**src/rtl/addrvis_pkg.sv**
```systemverilog
package addrvis_pkg;
  typedef enum logic {SZ_BYTE = 1'b0, SZ_WORD = 1'b1} accSize_e;

  typedef struct packed {
    logic loadAddr;  // next edge starts a high phase
    logic loadLow;   // next edge starts a low phase
  } strobe_t;
endpackage

```
**src/rtl/addrvis_ctrl.sv**
```systemverilog
module addrvis_ctrl
  import addrvis_pkg::*;
(
  input  logic    clk,
  input  logic    rst,
  output logic    eclkOut,
  output strobe_t strobe
);
  logic pastValid;

  always_ff @(posedge clk) begin
    if (rst) begin
      eclkOut   <= 1'b0;
      pastValid <= 1'b0;
    end else begin
      eclkOut   <= ~eclkOut;
      pastValid <= 1'b1;
    end
  end

  always_comb begin
    strobe.loadAddr = ~eclkOut;
    strobe.loadLow  = eclkOut;
  end

  // the bus clock alternates on every edge out of reset
  p_phase_toggle_r1: assert property (@(posedge clk) disable iff (rst || !pastValid)
    eclkOut != $past(eclkOut));
endmodule

```
**src/rtl/addrvis_datapath.sv**
```systemverilog
module addrvis_datapath
  import addrvis_pkg::*;
#(
  parameter int ADDR_W = 23,
  parameter int DATA_W = 16,
  parameter int TYPE_W = 3,
  parameter int QST_W  = 4
) (
  input  logic              clk,
  input  logic              rst,
  input  strobe_t           strobe,
  input  logic [ADDR_W-1:0] accAddr,
  input  logic              accSize,
  input  logic              accRead,
  input  logic              accInternal,
  input  logic [TYPE_W-1:0] accType,
  input  logic [QST_W-1:0]  accQueue,
  input  logic [DATA_W-1:0] rdData,
  output logic [ADDR_W-1:0] busAddr,
  output logic              dataDrive,
  output logic              dataSample
);
  localparam int BYTE_W = DATA_W / 2;

  logic [ADDR_W-1:0] addrReg;
  logic              sizeReg, readReg, intReg;
  logic [TYPE_W-1:0] typeReg;
  logic [QST_W-1:0]  qCur, qPrev;
  logic [DATA_W-1:0] lowData;

  // lane arrangement of the low-phase visibility field
  always_comb begin
    lowData = addrReg[DATA_W-1:0];
    if (readReg && intReg) begin
      if (sizeReg == SZ_WORD) begin
        if (addrReg[0]) lowData = {rdData[BYTE_W-1:0], rdData[DATA_W-1:BYTE_W]};
        else            lowData = rdData;
      end else begin
        if (addrReg[0]) lowData = {addrReg[DATA_W-1:BYTE_W], rdData[BYTE_W-1:0]};
        else            lowData = {rdData[BYTE_W-1:0], addrReg[BYTE_W-1:0]};
      end
    end
  end

  always_ff @(posedge clk) begin
    if (rst) begin
      addrReg    <= '0;
      sizeReg    <= 1'b0;
      readReg    <= 1'b0;
      intReg     <= 1'b0;
      typeReg    <= '0;
      qCur       <= '0;
      qPrev      <= '0;
      busAddr    <= '0;
      dataDrive  <= 1'b0;
      dataSample <= 1'b0;
    end else if (strobe.loadAddr) begin
      addrReg    <= accAddr;
      sizeReg    <= accSize;
      readReg    <= accRead;
      intReg     <= accInternal;
      typeReg    <= accType;
      qPrev      <= qCur;
      qCur       <= accQueue;
      busAddr    <= accAddr;
      dataDrive  <= 1'b0;
      dataSample <= 1'b0;
    end else if (strobe.loadLow) begin
      busAddr    <= {typeReg, qPrev, lowData};
      dataDrive  <= ~readReg;
      dataSample <= readReg & ~intReg;
    end
  end

  // direction outputs are never both asserted
  p_dir_exclusive_r10: assert property (@(posedge clk) disable iff (rst)
    !(dataDrive && dataSample));
  // data bus control released throughout the high phase
  p_high_quiet_r10: assert property (@(posedge clk) disable iff (rst)
    strobe.loadLow |-> (!dataDrive && !dataSample));
  // high phase shows the captured address
  p_high_addr_r2: assert property (@(posedge clk) disable iff (rst)
    strobe.loadLow |-> busAddr == addrReg);
  // low phase shows the type code on the top lines
  p_type_low_r3: assert property (@(posedge clk) disable iff (rst)
    strobe.loadAddr |-> busAddr[ADDR_W-1 -: TYPE_W] == typeReg);
endmodule

```
**src/rtl/addrvis_bus.sv**
```systemverilog
module addrvis_bus
  import addrvis_pkg::*;
#(
  parameter int DATA_W = 16,
  parameter int TYPE_W = 3,
  parameter int QST_W  = 4,
  localparam int ADDR_W = DATA_W + QST_W + TYPE_W
) (
  input  logic              clk,
  input  logic              rst,
  input  logic [ADDR_W-1:0] accAddr,
  input  logic              accSize,
  input  logic              accRead,
  input  logic              accInternal,
  input  logic [TYPE_W-1:0] accType,
  input  logic [QST_W-1:0]  accQueue,
  input  logic [DATA_W-1:0] rdData,
  output logic              eclkOut,
  output logic [ADDR_W-1:0] busAddr,
  output logic              dataDrive,
  output logic              dataSample
);
  strobe_t strobe;

  addrvis_ctrl u_ctrl (
    .clk     (clk),
    .rst     (rst),
    .eclkOut (eclkOut),
    .strobe  (strobe)
  );

  addrvis_datapath #(
    .ADDR_W (ADDR_W),
    .DATA_W (DATA_W),
    .TYPE_W (TYPE_W),
    .QST_W  (QST_W)
  ) u_dp (
    .clk         (clk),
    .rst         (rst),
    .strobe      (strobe),
    .accAddr     (accAddr),
    .accSize     (accSize),
    .accRead     (accRead),
    .accInternal (accInternal),
    .accType     (accType),
    .accQueue    (accQueue),
    .rdData      (rdData),
    .busAddr     (busAddr),
    .dataDrive   (dataDrive),
    .dataSample  (dataSample)
  );
endmodule

```
**config.mk**
```make
export PLATFORM = sky130hd
export DESIGN_NAME = addrvis_bus
export DESIGN_NICKNAME = d
export VERILOG_FILES = /design/src/rtl/addrvis_pkg.sv /design/src/rtl/addrvis_ctrl.sv /design/src/rtl/addrvis_datapath.sv /design/src/rtl/addrvis_bus.sv
export SDC_FILE = /design/constraint.sdc
export NUM_CORES = 1
export LEC_CHECK = 0
export BUFFER_PORTS_ARGS = -buffer_cell sky130_fd_sc_hd__buf_2
export CAP_MARGIN = 15
export CELL_PAD_IN_SITES_DETAIL_PLACEMENT = 1
export CELL_PAD_IN_SITES_GLOBAL_PLACEMENT = 2
export CORE_ASPECT_RATIO = 0.9
export CORE_MARGIN = 4
export CORE_UTILIZATION = 30
export DETAILED_ROUTE_END_ITERATION = 10
export GPL_ROUTABILITY_DRIVEN = 0
export MAX_ROUTING_LAYER = met4
export PLACE_DENSITY = 0.88
export SYNTH_ARGS = -nofsm -noshare
export SYNTH_HDL_FRONTEND = slang
export SYNTH_SLANG_ARGS = --single-unit
export TNS_END_PERCENT = 10
```
**constraint.sdc**
```tcl
create_clock -name clk -period 1.34 [get_ports clk]
set_input_delay 0 -clock clk [delete_from_list [all_inputs] [get_ports clk]]
set_output_delay 0 -clock clk [all_outputs]
set_load 0.03 [all_outputs]
```
; Word-level counts from Yosys, hierarchy flattened
; Index checks and enable logic that the tools add are counted.
[op_classes]
bitwise = 4
reduce_logical = 2
muxes = 5
[ops]
columns = cell, n
row1 = $mux 16, 4
row2 = $mux 23, 1
row3 = $not 1->1, 3
row4 = $reduce_or 2->1, 1
row5 = $and 1x1->1, 1
row6 = $logic_and 1x1->1, 1
[totals]
inputBits = 51
out_inout_bits = 26
reg_bits = 56
wordCells = 22

; Depth between registers and ports, before layout
; Gate-level depths: netlist of run 1.
[logic_depth]
depth_word = 4
mapped_depth = 5

; Cells and area by module
; From an unflattened synthesis of run 1, not the netlist that was laid out.
[unflattened]
cells_unflattened = 301
hier_area_um2 = 2887.8
[modules_own_cells]
columns = module, instances, area_per_inst_um2, cells_per_inst
row1 = addrvis_datapath, 1, 2852.7, 297
row2 = addrvis_ctrl, 1, 35.0, 4

; Least setup slack after synthesis of run 1
; Ideal clock, no wire load.
[synth_timing]
kind = flip-flop to flip-flop
startpoint = register u_ctrl.eclkOut
endpoint = register u_dp.busAddr[10]
slack_ns = -0.022
n_path_buf = 1
path_stages_with_launch = 5
setup_time_ns = 0.059
arrival_time_ns = 1.303
required_ns = 1.281
path_cell_list = dfxtp_1 -> nand2_1 -> nor3b_4 -> buf_4 -> a22o_1
[synth_between]
elab_chain_len = 1
[synth_lines]
columns = element, line_no
row1 = start: declaration, addrvis_ctrl.sv:6  ; output logic eclkOut,
row2 = start signal: assignment, addrvis_ctrl.sv:16  ; eclkOut <= ~eclkOut;
row3 = $mux 23, addrvis_datapath.sv:57  ; end else if (strobe.loadAddr) begin
row4 = end signal: assignment, addrvis_datapath.sv:65  ; busAddr <= accAddr;
row5 = end signal: assignment, addrvis_datapath.sv:69  ; busAddr <= {typeReg, qPrev, lowData};
row6 = end: declaration, addrvis_datapath.sv:19  ; output logic [ADDR_W-1:0] busAddr,
; Every way passes these cells.
; A chain may end at the register's enable or synchronous reset.

; Final worst setup path of run 1
[layout_timing]
startpoint = register u_dp.addrReg[0]
endpoint = register u_dp.busAddr[14]
[layout_between]
elab_chain_len = 4
[layout_lines]
columns = element, line_no
row1 = start: declaration, addrvis_datapath.sv:25  ; logic [ADDR_W-1:0] addrReg;
row2 = start signal: assignment, addrvis_datapath.sv:58  ; addrReg <= accAddr;
row3 = "$mux 16, on equally long branches", "addrvis_datapath.sv:39, addrvis_datapath.sv:36"
row4 = $mux 16 *, addrvis_datapath.sv:35  ; if (sizeReg == SZ_WORD) begin
row5 = $mux 16 *, addrvis_datapath.sv:34  ; if (readReg && intReg) begin
row6 = $mux 23 *, addrvis_datapath.sv:57
; Mark *: on every way between the ends. The rest lies on a longest branch, timed or not.

==> impl_metrics.env, run 1 <==
export IMPL_outcome="complete, no violations"
export IMPL_syn_num_nets=311
export IMPL_syn_cell_area_um2=2481
export IMPL_dieHeight_um=94.28
export IMPL_p_leak_nw=1.435
export IMPL_rsz0062_at_grt="false"
export IMPL_synthToLayoutAreaGrowth_pct=36.11
export IMPL_first_pass_iters=4
export IMPL_wl_per_cell_um=14.54
export IMPL_min_path_type="in -> reg"
export IMPL_num_rows=31
export IMPL_crit_chain="buf_12 > mux2i_1 > mux2i_1 > a22o_1"
export IMPL_fp_dieW_um=103.9
export IMPL_final_cell_mix="buf_2 (76), dfxtp_1 (54), mux2i_1 (52), a21oi_1 (33), nand2_1 (33)"
export IMPL_drv_cap=0
export IMPL_post_drt_via_cell_ratio=4.743
export IMPL_dieArea_um2=9791
export IMPL_finalWirelength_mm=6.674
export IMPL_synth_top_area_share_pct=45.18
export IMPL_pin_count=77
export IMPL_coreArea_um2=8068
export IMPL_worst_path_largest_cell_delay_ps=400
export IMPL_hold_viol=0
export IMPL_grt_use_total_pct=14.25
export IMPL_fmax_ghz=0.8244
export IMPL_grt_pass1_vias=2346
export IMPL_clockBufferDepth=2
export IMPL_ys_ff_latch=56
export IMPL_synth_distinct_cells=17
export IMPL_slew_violations=0
export IMPL_final_antenna_net_count=0
export IMPL_worst_pin_slew_ps=278.7
export IMPL_crit_slowest_cell="dfxtp_2"
export IMPL_mostFrequentLayoutCell="buf_2"
export IMPL_grt_max_degree=57
export IMPL_cts_sinks=56
export IMPL_skew_ps=11.67
export IMPL_hold_start="accAddr[10]"
export IMPL_vias=2177
export IMPL_critPathLaunchType="register"
export IMPL_drc=0
export IMPL_final_nets=410
export IMPL_port_buffers=76
export IMPL_cts_tree="built"
export IMPL_path_common_cell="mux2i_1"
export IMPL_finalCritPeriodShare_pct=90.52
export IMPL_initial_core_util_pct=30.75
export IMPL_yosysWarnings=0
export IMPL_cts_buffers=5
export IMPL_dp_hpwl_mm=4.477
export IMPL_clock_latency_ps=320
export IMPL_required_ps=1560
export IMPL_critical_path_max_fanout=12
export IMPL_syn_instance_count=260
export IMPL_final_util_pct=41.86
export IMPL_clkTransAtPathRegs_ps=110
export IMPL_synth_avg_cell_area_um2=9.543
export IMPL_grt_antenna_before_repair=0
export IMPL_grt_first_pass_wirelength_mm=10.96
export IMPL_yosysTopAreaCell="dfxtp_1"
export IMPL_ff_latch_area_um2=1124
export IMPL_critPathKind="reg -> reg"
export IMPL_end_kind="register"
export IMPL_clk_root_buffer_cell="clkbuf_8"
export IMPL_reg2reg_from="u_dp.addrReg[0]"
export IMPL_htree_levels=2
export IMPL_fin_crit_ps=1213
export IMPL_overflow=0
export IMPL_power_density_nw_per_um2=1045
export IMPL_ir_drop_mv=0.3987
export IMPL_final_layout_size_suffix_gt1_share_pct=26.94
export IMPL_diodes=0
export IMPL_multiInputGateArea_um2=1247
export IMPL_setup_tns_ps=0
export IMPL_slew_headroom_pct=81.42
export IMPL_nFillCells=957
export IMPL_ys_seq_area_share_pct=45.18
export IMPL_critical_path_arrival_ps=1430
export IMPL_crit_start="u_dp.addrReg[0]"
export IMPL_setup_viol=0
export IMPL_drt_initial_drc_count=83
export IMPL_ys_top_cells_by_area="dfxtp_1 (45%), mux2i_1 (21%), nand2b_1 (6.8%)"
==> final timing paths <==
path                      endpoint  slack (ps)  depth (start not counted)
setup / recovery  u_dp.busAddr[14]         130                          4
hold / removal    u_dp.addrReg[10]          10                          3
setup reg to reg  u_dp.busAddr[14]         130                          4
hold reg to reg      u_dp.qPrev[2]         480                          2
==> layer usage <==
metal	global-route usage, %	wire length [µm]	vias to the layer above
li1	-	-	1098
met4	3.433	79	0
met5	-	0	-
met3	3.711	263	6
met1	15.30	2744	1030
met2	26.46	3587	43
==> what timing repair did <==
action,CTS,global route
endpoints found under the hold margin,26,0
setup endpoints to repair,0,0
gates resized for setup,0,0
hold buffers,26,0
setup buffers,0,0
==> sequential cells by signal, indices dropped and copies added (netlist names) <==
signal	flops
u_dp.busAddr	23
u_dp.addrReg	16
u_dp.qCur	4
u_dp.qPrev	4
u_dp.typeReg	3
u_ctrl.eclkOut	1
u_dp.dataDrive	1
u_dp.dataSample	1
u_dp.intReg	1
u_dp.readReg	1
u_dp.sizeReg	1
==> cell usage after synthesis (all sizes together) <==
library cell  count
buf              18
nor3b             2
a22o             12
nand2b           27
nand2            33
o2bb2ai           4
clkbuf            2
a21oi            33
nor2b             4
dfxtp            56
a31oi             4
and2              1
mux2i            52
nor3              1
nor2             11
==> critical path, delay by kind of cell, from the launching register on <==
| family | cells | cell delay, ps |
|---|---|---|
| flops | 1 | 400 |
| mux | 2 | 310 |
| compound gates | 1 | 250 |
| buf+inv | 1 | 160 |
==> through the flow <==
stage	cells	hold slack, ps	power, mW	setup WS, ps	instance area (µm²)
floorplan	260	143.9	2.303	120.3	2482
global placement	425	231.3	2.518	182.4	3025
detailed placement	425	240.5	2.540	142.6	3025
CTS	459	6.977	3.583	126.3	3377
global route	459	16.41	3.729	36.59	3377
finish	459	14.58	3.528	127.0	3377
==> power by group <==
part | internal (mW) | switching [mW] | total, mW
Clock | 0.377 | 0.595 | 0.972
Sequential | 1.77 | 0.0473 | 1.82
Combinational | 0.347 | 0.389 | 0.736
==> cell families after synthesis <==
logic type | Yosys count | share of synthesized area (%)
buffers and inverters | 20 | 4.539
multiplexers | 52 | 20.98
AND/OR/NAND/NOR | 79 | 15.99
AO/OA/AOI/OAI | 53 | 13.31
flip-flops | 56 | 45.18
==> layout make-up <==
class / instances / share of cell area (%)
Timing Repair Buffer: 112 / 23.42
Clock inverter: 3 / 0.6669
Sequential cell: 56 / 33.27
Tap cell: 99 / 3.668
Clock buffer: 5 / 2.038
Multi-Input combinational cell: 184 / 36.94
Power figures use the tool's default switching activity.
==> run 2, diff against run 1 <==
Settings changed: CORE_UTILIZATION 30 to 32, PLACE_DENSITY 0.88 to 0.92.
Clock period 1.34 ns to 1.5 ns, I/O delays scaled along.
==> impl_metrics.env, run 2 (same netlist as run 1, synthesis figures left out) <==
export IMPL_path_common_cell="mux2i_1"
export IMPL_placed_cell_area_um2=2979
export IMPL_port_buffers=76
export IMPL_finalWirelength_mm=6.534
export IMPL_dp_hpwl_mm=4.613
export IMPL_drc=0
export IMPL_drv_cap=0
export IMPL_largest_register="u_dp.busAddr"
export IMPL_fin_crit_ps=1277
export IMPL_power_density_nw_per_um2=971.6
export IMPL_cts_buffers=5
export IMPL_final_cell_mix="buf_2 (76), dfxtp_1 (54), mux2i_1 (52), a21oi_1 (33), nand2_1 (33)"
export IMPL_setup_tns_ps=0
export IMPL_cpLargestDelayFamily="flip-flops"
export IMPL_rsz0062_at_grt="false"
export IMPL_final_util_pct=43.85
export IMPL_clkTransAtPathRegs_ps=100
export IMPL_clock_latency_ps=300
export IMPL_post_drt_via_cell_ratio=4.759
export IMPL_pre_cts_slack_ps=230.2
export IMPL_worst_pin_slew_ps=310.5
export IMPL_critPathLaunchType="register"
export IMPL_grt_first_pass_wirelength_mm=10.70
export IMPL_synthToLayoutAreaGrowth_pct=33.33
export IMPL_clk_root_buffer_cell="clkbuf_8"
export IMPL_first_pass_iters=4
export IMPL_cts_tree="built"
export IMPL_min_path_type="in -> reg"
export IMPL_critical_path_max_fanout=12
export IMPL_critPathKind="reg -> reg"
export IMPL_htree_levels=2
export IMPL_outcome="complete, no violations"
export IMPL_dieArea_um2=9228
export IMPL_skew_ps=9.807
export IMPL_grt_antenna_before_repair=0
export IMPL_largest_register_ff_count=23
export IMPL_crit_chain="buf_4 > mux2i_1 > mux2i_1 > a22o_1"
export IMPL_worst_path_stages=4
export IMPL_min_path_cells=3
export IMPL_crit_slowest_cell="dfxtp_2"
export IMPL_mostFrequentLayoutCell="buf_2"
export IMPL_fmax_ghz=0.7834
export IMPL_end_kind="register"
export IMPL_dieHeight_um=91.54
export IMPL_coreArea_um2=7545
export IMPL_setup_slack_ps=223.4
export IMPL_p_total_mw=3.214
export IMPL_grt_use_total_pct=14.77
export IMPL_hold_viol=0
export IMPL_p_leak_nw=1.417
export IMPL_worst_path_largest_cell_delay_ps=360
export IMPL_final_nets=408
export IMPL_final_antenna_net_count=0
export IMPL_grt_max_degree=28
export IMPL_vias=2151
export IMPL_worstReg2RegEnd="u_dp.busAddr[10]"
export IMPL_cts_sinks=56
export IMPL_required_ps=1700
export IMPL_r2r_slack_ps=220
export IMPL_slew_headroom_pct=79.27
export IMPL_final_layout_size_suffix_gt1_share_pct=26.97
export IMPL_initial_core_util_pct=32.89
export IMPL_num_rows=30
export IMPL_reg_top3="u_dp.busAddr (23), u_dp.addrReg (16)"
export IMPL_drt_initial_drc_count=63
export IMPL_wl_per_cell_um=14.46
export IMPL_crit_start="u_dp.addrReg[0]"
export IMPL_critical_path_arrival_ps=1470
export IMPL_slew_violations=0
export IMPL_pin_count=77
export IMPL_ir_drop_mv=0.4353
export IMPL_reg2reg_from="u_dp.addrReg[0]"
export IMPL_diodes=0
export IMPL_path_buf_inv=1
export IMPL_finalCritPeriodShare_pct=85.10
export IMPL_clockBufferDepth=2
export IMPL_overflow=0
export IMPL_setup_viol=0
export IMPL_fp_dieW_um=100.8
export IMPL_grt_pass1_vias=2198
export IMPL_cp_endpoint="u_dp.busAddr[10]"
export IMPL_fin_area_um2=3308
export IMPL_worst_r2r_cell_count=4
==> run 2: cell types whose count changed in the layout (fill, tap and decap cells not counted) <==
cell | previous run | this run
buf_12 | 6 | 2
buf_4 | 4 | 9
bufinv_16 | 0 | 1
clkinv_2 | 1 | 0
clkinv_4 | 1 | 0
dlygate4sd3_1 | 26 | 23
inv_6 | 1 | 0
==> run 2: cell type report <==
type                            count  area (µm²)
Multi-Input combinational cell    184        1247
Timing Repair Buffer              110       718.2
Fill cell                         893        4237
Sequential cell                    56        1124
Tap cell                           96       120.1
Clock inverter                      1       30.03
Clock buffer                        5       68.82
==> run 2: power breakdown <==
| part | leakage, nW | internal (mW) | switching, mW |
|---|---|---|---|
| clock | 0.0501 | 0.481 | 0.467 |
| combinational | 0.903 | 0.296 | 0.339 |
| sequential | 0.464 | 1.58 | 0.0490 |
==> run 2: worst min-delay path by stage <==
stage	startpoint	end	slack (ps)
detailed placement	accQueue[0]	u_dp.qCur[0]	250
CTS	accAddr[12]	u_dp.addrReg[12]	4
global placement	accQueue[0]	u_dp.qCur[0]	230
floorplan	accInternal	u_dp.intReg	140
global route	accAddr[8]	u_dp.addrReg[8]	10
finish	accAddr[12]	u_dp.addrReg[12]	0.2
==> run 2: worst reg2reg max path: cells and delay by family, from the launching register on <==
| family | cells | cell delay [ps] |
|---|---|---|
| compound gates | 1 | 240 |
| buf+inv | 1 | 230 |
| flops | 1 | 360 |
| mux | 2 | 340 |
==> run 2: timing repair <==
action,4_1_cts,5_1_grt
hold buffers,23,0
endpoints found under the setup margin,0,0
endpoints found under the hold margin,23,0
gates resized for setup,0,0
buffers inserted,0,0
==> run 2: metal layers <==
metal	wire length (µm)	vias to the layer above	GRT usage, %	part of all wire [%]
met1	2691	1036	16.39	41
met5	0	-	-	0
met3	182	2	2.535	2.8
met4	38	0	3.030	0.58
li1	-	1084	-	-
met2	3621	29	27.36	55
==> run 2: per-stage QoR <==
stage / hold WS (ps) / std cells
global placement: 230.8 / 423
CTS: 3.598 / 452
floorplan: 143.9 / 260
global route: 9.662 / 452
finish: 0.2343 / 452
detailed placement: 247.8 / 423
==> run 3, diff against run 2 <==
Settings changed: CORE_ASPECT_RATIO 0.9 to 0.8, TNS_END_PERCENT 10 to 1.
==> impl_metrics.env, run 3 (same netlist as run 1, synthesis figures left out) <==
export IMPL_outcome="complete, no violations"
export IMPL_nFillCells=871
export IMPL_cts_sinks=56
export IMPL_drt_initial_drc_count=60
export IMPL_ir_drop_mv=0.4799
export IMPL_multiInputGateArea_um2=1247
export IMPL_final_nets=409
export IMPL_final_cell_mix="buf_2 (76), dfxtp_1 (54), mux2i_1 (52), a21oi_1 (33), nand2_1 (33)"
export IMPL_setup_viol=0
export IMPL_reg_top3="u_dp.busAddr (23), u_dp.addrReg (16)"
export IMPL_whs_ps=6.703
export IMPL_port_buffers=76
export IMPL_fin_crit_ps=1210
export IMPL_critPathKind="reg -> reg"
export IMPL_dieArea_um2=9235
export IMPL_clockBufferDepth=2
export IMPL_synthToLayoutAreaGrowth_pct=36.61
export IMPL_min_path_type="in -> reg"
export IMPL_p_leak_nw=1.438
export IMPL_pin_count=77
export IMPL_grt_max_degree=39
export IMPL_initial_core_util_pct=33.25
export IMPL_final_layout_size_suffix_gt1_share_pct=26.74
export IMPL_fp_dieW_um=106.4
export IMPL_hold_viol=0
export IMPL_vias=2180
export IMPL_reg2reg_from="u_dp.readReg"
export IMPL_dieHeight_um=86.76
export IMPL_cts_tree="built"
export IMPL_diodes=0
export IMPL_post_drt_via_cell_ratio=4.698
export IMPL_largest_register="u_dp.busAddr"
export IMPL_grt_use_total_pct=15.67
export IMPL_skew_ps=8.531
export IMPL_cts_buffers=5
export IMPL_postCtsSetupBuffers=0
export IMPL_overflow=0
export IMPL_pwr_share_clk_pct=31.4
export IMPL_critPathLaunchType="register"
export IMPL_htree_levels=2
export IMPL_worst_pin_slew_ps=291.7
export IMPL_final_antenna_net_count=0
export IMPL_grt_pass1_vias=2350
export IMPL_clkTransAtPathRegs_ps=110
export IMPL_critical_path_max_fanout=16
export IMPL_power_frac_seq_pct=48.8
export IMPL_mostFrequentLayoutCell="buf_2"
export IMPL_required_ps=1760
export IMPL_wl_per_cell_um=14.51
export IMPL_ff_latch_area_um2=1124
export IMPL_dp_hpwl_mm=4.598
export IMPL_p_sw_uw=933.7
export IMPL_drc=0
export IMPL_num_rows=28
export IMPL_rsz0062_at_grt="false"
export IMPL_largest_register_ff_count=23
export IMPL_crit_start="u_dp.readReg"
export IMPL_clock_latency_ps=310
export IMPL_coreArea_um2=7462
export IMPL_clk_root_buffer_cell="clkbuf_8"
export IMPL_combPwrFrac_pct=19.8
export IMPL_first_pass_iters=4
export IMPL_p_int_mw=2.398
export IMPL_slew_violations=0
export IMPL_grt_first_pass_wirelength_mm=11.25
export IMPL_drv_cap=0
export IMPL_slew_headroom_pct=80.56
export IMPL_grt_antenna_before_repair=0
export IMPL_finalCritPeriodShare_pct=80.65
export IMPL_swShare_pct=28.03
export IMPL_hold_start="accAddr[8]"
export IMPL_setup_tns_ps=0
export IMPL_critical_path_arrival_ps=1470
export IMPL_end_kind="register"
export IMPL_fmax_ghz=0.8267
export IMPL_power_density_nw_per_um2=982.9
export IMPL_finalWirelength_mm=6.734
==> run 3: area by class of cell <==
| class | instances | share of cell area (%) |
|---|---|---|
| clock buffer | 5 | 2.030 |
| tap | 105 | 3.876 |
| multi-input combinational | 184 | 36.80 |
| clock inverter | 3 | 1.403 |
| sequential | 56 | 33.15 |
| timing repair buffer | 111 | 22.74 |
==> run 3: path summary, 6_finish.rpt <==
| check | slack (ps) | cells after the start | end |
|---|---|---|---|
| max | 290 | 4 | u_dp.busAddr[15] |
| min | 7 | 3 | u_dp.addrReg[8] |
| min reg2reg | 480 | 2 | u_dp.typeReg[0] |
| max reg2reg | 290 | 4 | u_dp.busAddr[15] |
==> run 3: through the flow <==
stage               utilization [%]  cells  cell area [µm²]  setup WS [ps]  power [mW]
global placement              40.38    430             3013          351.0       2.250
detailed placement            40.38    430             3013          292.8       2.273
global route                  45.42    464             3390          189.6       3.500
CTS                           45.42    464             3390          266.8       3.376
finish                        45.42    464             3390          290.3       3.331
floorplan                         -    260             2481          138.1       2.057
==> run 3: power groups by stage <==
stage          Combinational [mW]  Clock (mW)  Sequential, mW
2_1_floorplan               0.318           0            1.74
3_3_place_gp                0.591           0            1.66
3_5_place_dp                0.612           0            1.66
4_1_cts                     0.666        1.08            1.63
5_1_grt                     0.727        1.14            1.64
6_report                    0.659        1.05            1.63
==> run 3: what timing repair did <==
item,4_1_cts,5_1_grt
gates resized for setup,0,0
endpoints found under the hold margin,26,0
hold buffers,26,0
==> run 3: critical path, cell delays in order (launching register included) <==
cell and delay [ps]:
dfxtp_1 400, nand2_1 140, nor3b_4 180, buf_4 250, a22o_1 180
==> run 3: per-layer routing <==
layer	global-route usage [%]	wire [µm]
met5	-	0
met2	28.12	3501
met1	17.95	2922
met3	2.755	238
met4	4.878	72
